[src/rtl/ssr_pkg.sv]
package ssr_pkg;

  typedef enum logic [1:0] {
    SSR_IDLE = 2'd0,
    SSR_TX   = 2'd1,
    SSR_RX   = 2'd2
  } ssr_state_e;

  // Shift clock is low during the leading part of the bit period.
  function automatic logic phase_is_low(input int unsigned phase,
                                        input int unsigned low_clks);
    return (phase < low_clks);
  endfunction

  // Clocks from the start edge to the done flag.
  function automatic int unsigned frame_clocks(input int unsigned per_bit,
                                               input int unsigned nbits);
    return per_bit * nbits;
  endfunction

endpackage

[src/rtl/ssr_timer.sv]
module ssr_timer #(
  parameter int unsigned CLKS_PER_BIT = 12,
  parameter int unsigned LOW_CLKS     = 6,
  parameter int unsigned NBITS        = 8
) (
  input  logic clk,
  input  logic rst_n,
  input  logic start,
  input  logic run,
  output logic ev_sample,
  output logic ev_bit_end,
  output logic ev_last,
  output logic sclk_low
);
  import ssr_pkg::*;

  localparam int unsigned PW = (CLKS_PER_BIT > 1) ? $clog2(CLKS_PER_BIT) : 1;
  localparam int unsigned BW = (NBITS > 1) ? $clog2(NBITS) : 1;
  localparam logic [PW-1:0] PH_LAST   = PW'(CLKS_PER_BIT - 1);
  localparam logic [PW-1:0] PH_SAMPLE = PW'(LOW_CLKS - 1);
  localparam logic [BW-1:0] BIT_LAST  = BW'(NBITS - 1);

  logic [PW-1:0] phase;
  logic [BW-1:0] bitidx;

  always_ff @(posedge clk or negedge rst_n) begin
    if (!rst_n) begin
      phase  <= '0;
      bitidx <= '0;
    end else if (start) begin
      phase  <= '0;
      bitidx <= '0;
    end else if (run) begin
      if (phase == PH_LAST) begin
        phase  <= '0;
        bitidx <= bitidx + 1'b1;
      end else begin
        phase <= phase + 1'b1;
      end
    end
  end

  assign ev_sample  = run && (phase == PH_SAMPLE);
  assign ev_bit_end = run && (phase == PH_LAST);
  assign ev_last    = ev_bit_end && (bitidx == BIT_LAST);
  assign sclk_low   = run && phase_is_low(int'(phase), LOW_CLKS);

endmodule

[src/rtl/ssr_shifter.sv]
module ssr_shifter #(
  parameter int unsigned NBITS = 8
) (
  input  logic             clk,
  input  logic             rst_n,
  input  logic             load,
  input  logic [NBITS-1:0] load_val,
  input  logic             shift_tx,
  input  logic             shift_rx,
  input  logic             rx_bit,
  output logic [NBITS-1:0] q
);

  always_ff @(posedge clk or negedge rst_n) begin
    if (!rst_n)        q <= '0;
    else if (load)     q <= load_val;
    else if (shift_rx) q <= {rx_bit, q[NBITS-1:1]};
    else if (shift_tx) q <= {1'b1, q[NBITS-1:1]};
  end

endmodule

[src/rtl/ssr_ctrl.sv]
module ssr_ctrl #(
  parameter int unsigned NBITS = 8
) (
  input  logic             clk,
  input  logic             rst_n,
  input  logic [1:0]       mode_sel,
  input  logic             wr_stb,
  input  logic             rx_en,
  input  logic             clr_tx_done,
  input  logic             clr_rx_done,
  input  logic             ev_last,
  input  logic [NBITS-1:0] shreg,
  output logic             start_tx,
  output logic             start_rx,
  output logic             tx_active,
  output logic             rx_active,
  output logic             tx_done,
  output logic             rx_done,
  output logic [NBITS-1:0] rx_buf
);
  import ssr_pkg::*;

  ssr_state_e state;
  logic idle, mode_ok;

  assign idle      = (state == SSR_IDLE);
  assign mode_ok   = (mode_sel == 2'b00);
  assign start_tx  = idle && mode_ok && wr_stb;
  assign start_rx  = idle && mode_ok && rx_en && !rx_done && !wr_stb;
  assign tx_active = (state == SSR_TX);
  assign rx_active = (state == SSR_RX);

  always_ff @(posedge clk or negedge rst_n) begin
    if (!rst_n) begin
      state <= SSR_IDLE;
    end else begin
      unique case (state)
        SSR_IDLE: begin
          if (start_tx)      state <= SSR_TX;
          else if (start_rx) state <= SSR_RX;
        end
        SSR_TX, SSR_RX: begin
          if (ev_last) state <= SSR_IDLE;
        end
        default: state <= SSR_IDLE;
      endcase
    end
  end

  always_ff @(posedge clk or negedge rst_n) begin
    if (!rst_n) begin
      tx_done <= 1'b0;
      rx_done <= 1'b0;
      rx_buf  <= '0;
    end else begin
      if (ev_last && tx_active) tx_done <= 1'b1;
      else if (clr_tx_done)     tx_done <= 1'b0;
      if (ev_last && rx_active) begin
        rx_done <= 1'b1;
        rx_buf  <= shreg;
      end else if (clr_rx_done) begin
        rx_done <= 1'b0;
      end
    end
  end

endmodule

[src/rtl/ssr_engine.sv]
module ssr_engine #(
  parameter int unsigned CLKS_PER_BIT = 12,
  parameter int unsigned LOW_CLKS     = 6,
  parameter int unsigned DATA_BITS    = 8
) (
  input  logic                 clk,
  input  logic                 rst_n,
  input  logic [1:0]           mode_sel,
  input  logic                 wr_stb,
  input  logic [DATA_BITS-1:0] wr_byte,
  input  logic                 rx_en,
  input  logic                 clr_tx_done,
  input  logic                 clr_rx_done,
  input  logic                 sdata_in,
  output logic                 sdata_out,
  output logic                 sdata_oe,
  output logic                 sclk_out,
  output logic                 tx_done,
  output logic                 rx_done,
  output logic [DATA_BITS-1:0] rx_buf
);

  logic start_tx, start_rx, start_any;
  logic tx_active, rx_active, busy;
  logic ev_sample, ev_bit_end, ev_last, sclk_low;
  logic [DATA_BITS-1:0] shreg;

  assign start_any = start_tx || start_rx;
  assign busy      = tx_active || rx_active;

  ssr_timer #(
    .CLKS_PER_BIT(CLKS_PER_BIT),
    .LOW_CLKS    (LOW_CLKS),
    .NBITS       (DATA_BITS)
  ) u_timer (
    .clk       (clk),
    .rst_n     (rst_n),
    .start     (start_any),
    .run       (busy),
    .ev_sample (ev_sample),
    .ev_bit_end(ev_bit_end),
    .ev_last   (ev_last),
    .sclk_low  (sclk_low)
  );

  ssr_shifter #(.NBITS(DATA_BITS)) u_shift (
    .clk     (clk),
    .rst_n   (rst_n),
    .load    (start_any),
    .load_val(start_tx ? wr_byte : '0),
    .shift_tx(tx_active && ev_bit_end && !ev_last),
    .shift_rx(rx_active && ev_sample),
    .rx_bit  (sdata_in),
    .q       (shreg)
  );

  ssr_ctrl #(.NBITS(DATA_BITS)) u_ctrl (
    .clk        (clk),
    .rst_n      (rst_n),
    .mode_sel   (mode_sel),
    .wr_stb     (wr_stb),
    .rx_en      (rx_en),
    .clr_tx_done(clr_tx_done),
    .clr_rx_done(clr_rx_done),
    .ev_last    (ev_last),
    .shreg      (shreg),
    .start_tx   (start_tx),
    .start_rx   (start_rx),
    .tx_active  (tx_active),
    .rx_active  (rx_active),
    .tx_done    (tx_done),
    .rx_done    (rx_done),
    .rx_buf     (rx_buf)
  );

  assign sdata_oe  = tx_active;
  assign sdata_out = tx_active ? shreg[0] : 1'b1;
  assign sclk_out  = !sclk_low;

endmodule

[config.mk]
export PLATFORM = sky130hd
export DESIGN_NAME = ssr_engine
export DESIGN_NICKNAME = d
export VERILOG_FILES = /design/src/rtl/ssr_pkg.sv /design/src/rtl/ssr_timer.sv /design/src/rtl/ssr_shifter.sv /design/src/rtl/ssr_ctrl.sv /design/src/rtl/ssr_engine.sv
export SDC_FILE = /design/constraint.sdc
export NUM_CORES = 1
export LEC_CHECK = 0
export ABC_AREA = 1
export BUFFER_PORTS_ARGS = -buffer_cell sky130_fd_sc_hd__buf_2
export CAP_MARGIN = 25
export CORE_MARGIN = 1.5
export CORE_UTILIZATION = 54
export DETAILED_ROUTE_END_ITERATION = 10
export PLACE_DENSITY = 0.78
export SKIP_CTS_REPAIR_TIMING = 1
export SKIP_LAST_GASP = 1
export SLEW_MARGIN = 20
export SYNTH_ARGS = -nofsm -noshare
export SYNTH_HDL_FRONTEND = slang
export SYNTH_HIERARCHICAL = 1
export SYNTH_SLANG_ARGS = --single-unit
[constraint.sdc]
create_clock -name clk -period 2.1 [get_ports clk]
set_input_delay 0.21 -clock clk [delete_from_list [all_inputs] [get_ports clk]]
set_output_delay 0.21 -clock clk [all_outputs]
set_load 0.05 [all_outputs]
==> impl_metrics.toml, run 1 <==
[finish]
final_core_util_pct = 64.7
final_cells = 257
fill_cells = 238
nNetsFinal = 251
drive_above_1_share_pct = 27.0
area_growth_pct = 14.1
design_area_mm2 = 0.00178
antenna_cells = 0

[critical_path]
cp_max_fo = 7
r2r_setup_slack_ns = 0.18
r2r_cells = 10
cp.depth = 7
critical_path_buf_inv_count = 4
start_kind = "flop"
crit_family = "buffers and inverters"
r2r-start = "u_ctrl/state[1]$_DFFE_PN0P_"
cp.arrival_ns = 1.78
r2r-end = "u_shift/q[3]$_DFFE_PN0P_"
slowest_delay_ns = 0.40
worstPathCellList = "inv_1 -> ha_1 -> or2_2 -> inv_2 -> a211oi_1 -> inv_1 -> clkbuf_4"
startpoint = "u_ctrl/state[0]$_DFFE_PN0P_"
crit_type = "flop to output pin"
cp_data_required_time_ns = 1.89
end_kind = "output pin"
crit_slowest_cell = "dfrtp_1"
crit_top_cell = "inv_1"

[detailed_routing]
routedWlPerCell_um = 10.6
vias = 1237
ant_nets = 0
dr.pass1.iters = 4
via_per_inst = 4.81
drc = 0
drt_first_iter_violations = 63
routed_wl_mm = 2.74

[clocking]
cts.sinks = 27
root_buffer = "clkbuf_4"
clockBufferDepth = 2
clk_latency_ns = 0.32
cts_buffers = 3
cts_tree = "yes"
path_clk_slew_ns = 0.14
htree_levels = 1

[sta]
tns_ns = 0
whs_ns = 0.0493
slew_headroom_pct = 60.8
layout_worst_path_cycle_share_pct = 94.9
period_needed_ns = 1.99
rsz0062_at_grt = "no"
hold_viol = 0
clock.fmax_ghz = 0.502
worst_pin_slew_ns = 0.589
clock_skew_ns = 0.00355
setup_viol_count_final = 0
maxSlewViolCount = 0
layout_setup_ws_ns = 0.107

[placed_design]
port_buffers = 29
gp_congestion = 0.815
hpwl_mm = 2.04
place_area_mm2 = 0.00174
place_inst = 252
pre_cts_ws_ns = 0.0587

[power_and_ir_drop]
power.total_mw = 1.80
ir_drop_mv = 0.939
p_leak_nw = 1.10
powerDensity_mw_per_mm2 = 1010

[synthesis]
syn_nets = 216
ys_warn_count = 6
synth_seq_cells = 27
synth_cell_types = 24
synth.avg_cell_area_um2 = 8.15
ys_seq_area_share_pct = 43.2
mappedNetlistArea_mm2 = 0.00156
synth_cells = 192

[global_route]
grt.met2_usage_pct = 32.7
grt_usage_pct = 19.2
grt_pass1_wl_mm = 4.84
grt_use_met3_pct = 2.07
antenna_found_initial = 0
busiest_layer = "met2"
grt_pass1_vias = 1172
met1_usage_pct = 25.1
grt-ovfl-total = 0
grt_max_degree = 28

[floorplanning]
initial_core_util_pct = 56.7
dieHeight_um = 56.8
core_area_mm2 = 0.00276
die_w_um = 56.8
die_area_mm2 = 0.00323
ios = 30
rows = 19

[job]
cap_viol_max_count = 0

[min_path]
whs_path_depth = 2
hold_class = "primary input to flop"
hp-start = "clr_tx_done"
whs_endpoint = "u_ctrl/tx_done$_DFFE_PN0P_"

[run_status]
status = "finished clean"
## logic make-up after synthesis
family / Yosys count / synth area share [%]
simple gates: 98 / 29.2
buf+inv: 38 / 10.6
flops: 27 / 43.2
compound gates: 13 / 5.12
mux: 8 / 5.76
fa+ha+maj: 7 / 5.60
xor+xnor: 1 / 0.560
## layout by cell type, fill, tap and decap left out, types with 4 or more instances in the layout
master,count
buf_2,28
clkbuf_4,4
dfrtp_1,27
ha_1,6
inv_1,32
mux2_2,8
nand2_1,63
nand2_4,4
nand3_1,11
nor2_1,9
o21ai_1,5
## metal layers
metal | vias up | share of wire (%) | routed length (µm)
met5 | - | 0 | 0
met4 | 0 | 0.62 | 17
met3 | 2 | 3.6 | 99
met2 | 27 | 48 | 1300
met1 | 556 | 48 | 1320
li1 | 652 | - | -
## final cells by class
type,instances,area (µm²),share of cell area (%)
Inverter,35,131,7.36
Timing Repair Buffer,33,180,10.1
Clock buffer,3,22.5,1.26
Clock inverter,1,5.00,0.281
Tap cell,31,38.8,2.17
Multi-Input combinational cell,127,731,41.0
Sequential cell,27,676,37.9
## how the worst max path moves through the flow
stage / endpoint / slack (ns)
2_1_floorplan: u_shift/q[2]$_DFFE_PN0P_ / 0.02
3_3_place_gp: u_shift/q[2]$_DFFE_PN0P_ / 0.16
3_5_place_dp: u_shift/q[3]$_DFFE_PN0P_ / 0.06
4_1_cts: u_shift/q[2]$_DFFE_PN0P_ / 0.05
5_1_grt: sclk_out / 0.01
6_report: sclk_out / 0.11
## synth_stat cells
cell type  instances  area share [%]
a211oi_1           2            0.96
a21oi_1            1            0.32
buf_6              3             2.2
dfrtp_1           27              43
ha_1               7             5.6
inv_1             33             7.9
inv_2              2            0.48
mux2_2             8             5.8
nand2_1           63              15
nand2_4            4             2.9
nand3_1           11             3.5
nand4_1            1            0.40
nor2_1            10             2.4
nor2_2             1            0.40
nor2_4             2             1.4
nor2_8             1             1.3
nor3_1             3            0.96
o21ai_0            2            0.64
o21ai_1            5             1.6
o21ai_2            2             1.1
o21bai_1           1            0.48
or2_1              1            0.40
or2_2              1            0.40
xnor2_1            1            0.56
## sequential cells by signal (all words and copies together) (netlist names)
name	count
u_timer/phase	4
u_ctrl/rx_done	1
u_shift/q	8
u_ctrl/rx_buf	8
u_ctrl/tx_done	1
u_ctrl/state	2
u_timer/bitidx	3
## power by group
group | internal [mW] | switching, mW | total [mW]
logic | 0.290 | 0.515 | 0.805
clock network | 0.0714 | 0.154 | 0.226
registers | 0.648 | 0.119 | 0.767
total | 1.01 | 0.788 | 1.80
Power figures use the tool's default switching activity.
==> inputs of run 2 (changes only) <==
--- a/config.mk
+++ b/config.mk
@@ -5,7 +5,6 @@
 export SDC_FILE = /design/constraint.sdc
 export NUM_CORES = 1
 export LEC_CHECK = 0
-export ABC_AREA = 1
 export BUFFER_PORTS_ARGS = -buffer_cell sky130_fd_sc_hd__buf_2
 export CAP_MARGIN = 25
 export CORE_MARGIN = 1.5
==> impl_metrics.toml, run 2 <==
[run_status]
status = "finished, violations left"
violations = "setup timing"

[detailed_routing]
dr.pass1.iters = 5
drt_first_iter_violations = 54
vias = 1248
routed_wl_mm = 3.44
via_per_inst = 5.72
drc = 0
routedWlPerCell_um = 15.8
ant_nets = 0

[global_route]
antenna_found_initial = 0
grt_usage_pct = 20.4
grt_pass1_wl_mm = 5.11
grt_pass1_vias = 1124
grt-ovfl-total = 0
grt_max_degree = 31

[clocking]
root_buffer = "clkbuf_4"
cts_buffers = 3
clk_latency_ns = 0.34
htree_levels = 1
clockBufferDepth = 2
cts_tree = "yes"
cts.sinks = 27
path_clk_slew_ns = 0.16

[placed_design]
place_inst = 205
port_buffers = 29
place_area_mm2 = 0.00177
pre_cts_ws_ns = -0.112
hpwl_mm = 2.21
gp_congestion = 0.783

[sta]
maxSlewViolCount = 0
tns_ns = -0.112
whs_ns = 0.0248
layout_worst_path_cycle_share_pct = 101
layout_setup_ws_ns = -0.0312
setup_viol_count_final = 6
rsz0062_at_grt = "yes"
clock_skew_ns = 0.00289
hold_viol = 0
clock.fmax_ghz = 0.469
worst_pin_slew_ns = 0.589
slew_headroom_pct = 60.7
period_needed_ns = 2.13

[power_and_ir_drop]
switchingPower_mw = 0.728
power_frac_comb_pct = 48.9
p_leak_nw = 1.03
clockPowerShare_pct = 13.1
seq_power_share_pct = 38.0
intPower_mw = 1.11
powerDensity_mw_per_mm2 = 951
ir_drop_mv = 0.957
power.total_mw = 1.84
power.share.switching_pct = 39.5

[synthesis]
synth.avg_cell_area_um2 = 10.8
synth_seq_cells = 27
synth.area.top_cells = "dfrtp_1 (45%), mux2_2 (6.0%), ha_1 (5.8%), a221o_1 (4.6%), nor4b_1 (4.1%)"
async_reset_ff_share_pct = 100
mappedNetlistArea_mm2 = 0.00151
yosys-top-cells-count = "dfrtp_1 (27), nand2_1 (11), and2_2 (8), mux2_2 (8), nor2b_1 (8)"
synth_cell_types = 42
synth.largest_area_cell = "dfrtp_1"
yosysMostFrequentCell = "dfrtp_1"
ys_seq_area_share_pct = 44.8
yosysTopAreaCellShare_pct = 44.8
ys_warn_count = 6
synth_cells = 139
syn_nets = 163
synth_edf_count = 0
synth-main-ff-cell = "dfrtp_1"

[critical_path]
slowest_delay_ns = 0.45
cp_data_required_time_ns = 2.34
end_kind = "flop"
crit_family = "simple AND/OR/NAND/NOR gates"
cp_max_fo = 7
start_kind = "flop"
crit_type = "flop to flop"
critical_path_buf_inv_count = 2
worstPathCellList = "buf_6 -> ha_4 -> or2_4 -> buf_6 -> nand2b_4 -> nor2_1 -> and2_1 -> or2_4 -> a221o_1"
crit_slowest_cell = "dfrtp_1"
cp.arrival_ns = 2.37

[finish]
nNetsFinal = 213
area_growth_pct = 28.3
final_cells = 218
fill_cells = 178
layout_commonest_cell = "buf_2"
top_regs = "u_ctrl/rx_buf (8), u_shift/q (8), u_timer/phase (4)"
drive_above_1_share_pct = 46.8
design_area_mm2 = 0.00193
final_core_util_pct = 75.3
layout_common_cells = "buf_2 (28), dfrtp_1 (27), buf_4 (17)"
antenna_cells = 0

[min_path]
hold_class = "primary input to flop"

[floorplanning]
die_w_um = 55.8
rows = 18
initial_core_util_pct = 58.7
dieHeight_um = 55.8
die_area_mm2 = 0.00312
core_area_mm2 = 0.00257
ios = 30

[job]
cap_viol_max_count = 0
run 2: cell count changes in the layout (fill, tap and decap cells not counted), sizes merged, moves of 8 or more:
cell,delta
nand3,-11
nand2,-55
nor2b,+8
inv,-26
and2,+10
buf,+18
run 2: routing by layer:
metal  global-route usage (%)  up-vias  routed length (µm)
met4                     7.14        0                  35
met5                        0        -                   0
met1                     27.6      606                1460
li1                         -      590                   -
met2                     34.2       48                1770
met3                     2.09        4                 172
run 2: power groups by stage:
stage	clock, mW	sequential, mW	combinational (mW)
after global routing	0.267	0.711	0.969
final	0.242	0.699	0.900
after global placement	0	0.699	0.722
after CTS	0.244	0.696	0.761
after floorplan	0	0.691	0.544
after detailed placement	0	0.706	0.758
run 2: cell families after synthesis:
kind of cell	after synthesis	synth area share (%)
simple gates	58	25.6
flops	27	44.8
xor+xnor	2	1.16
mux	9	6.64
buf+inv	15	5.48
compound gates	21	10.5
fa+ha+maj	7	5.81
run 2: worst register-to-register path: stages, from the launching register on:
cell      delay [ns]
dfrtp_1         0.45
buf_6           0.14
ha_4            0.15
or2_4           0.26
buf_6           0.13
nand2b_4        0.06
nor2_1          0.05
and2_1          0.18
or2_4           0.29
a221o_1         0.33
run 2: final cells by class:
| cell class | instances | area (µm²) | share of cell area, % |
|---|---|---|---|
| clock buffers | 3 | 22.5 | 1.16 |
| inverters | 9 | 36.3 | 1.88 |
| repair buffers | 50 | 332 | 17.1 |
| clock inverters | 1 | 7.51 | 0.388 |
| well taps | 30 | 37.5 | 1.94 |
| multi-input cells | 98 | 823 | 42.6 |
| flip-flops and latches | 27 | 676 | 34.9 |
run 2: worst paths after layout:
kind,startpoint,end,slack (ns),cells after the start
worst max register to register,u_ctrl/state[0]$_DFFE_PN0P_,u_shift/q[4]$_DFFE_PN0P_,-0.03,9
worst max-delay path,u_ctrl/state[0]$_DFFE_PN0P_,u_shift/q[4]$_DFFE_PN0P_,-0.03,9
max in group asynchronous,rst_n,u_shift/q[1]$_DFFE_PN0P_,1.33,2
min in group asynchronous,rst_n,u_timer/phase[0]$_DFFE_PN0P_,0.39,2
worst min register to register,u_ctrl/rx_buf[5]$_DFFE_PN0P_,u_ctrl/rx_buf[5]$_DFFE_PN0P_,0.52,1
worst min-delay path,clr_rx_done,u_ctrl/rx_done$_DFFE_PN0P_,0.02,2
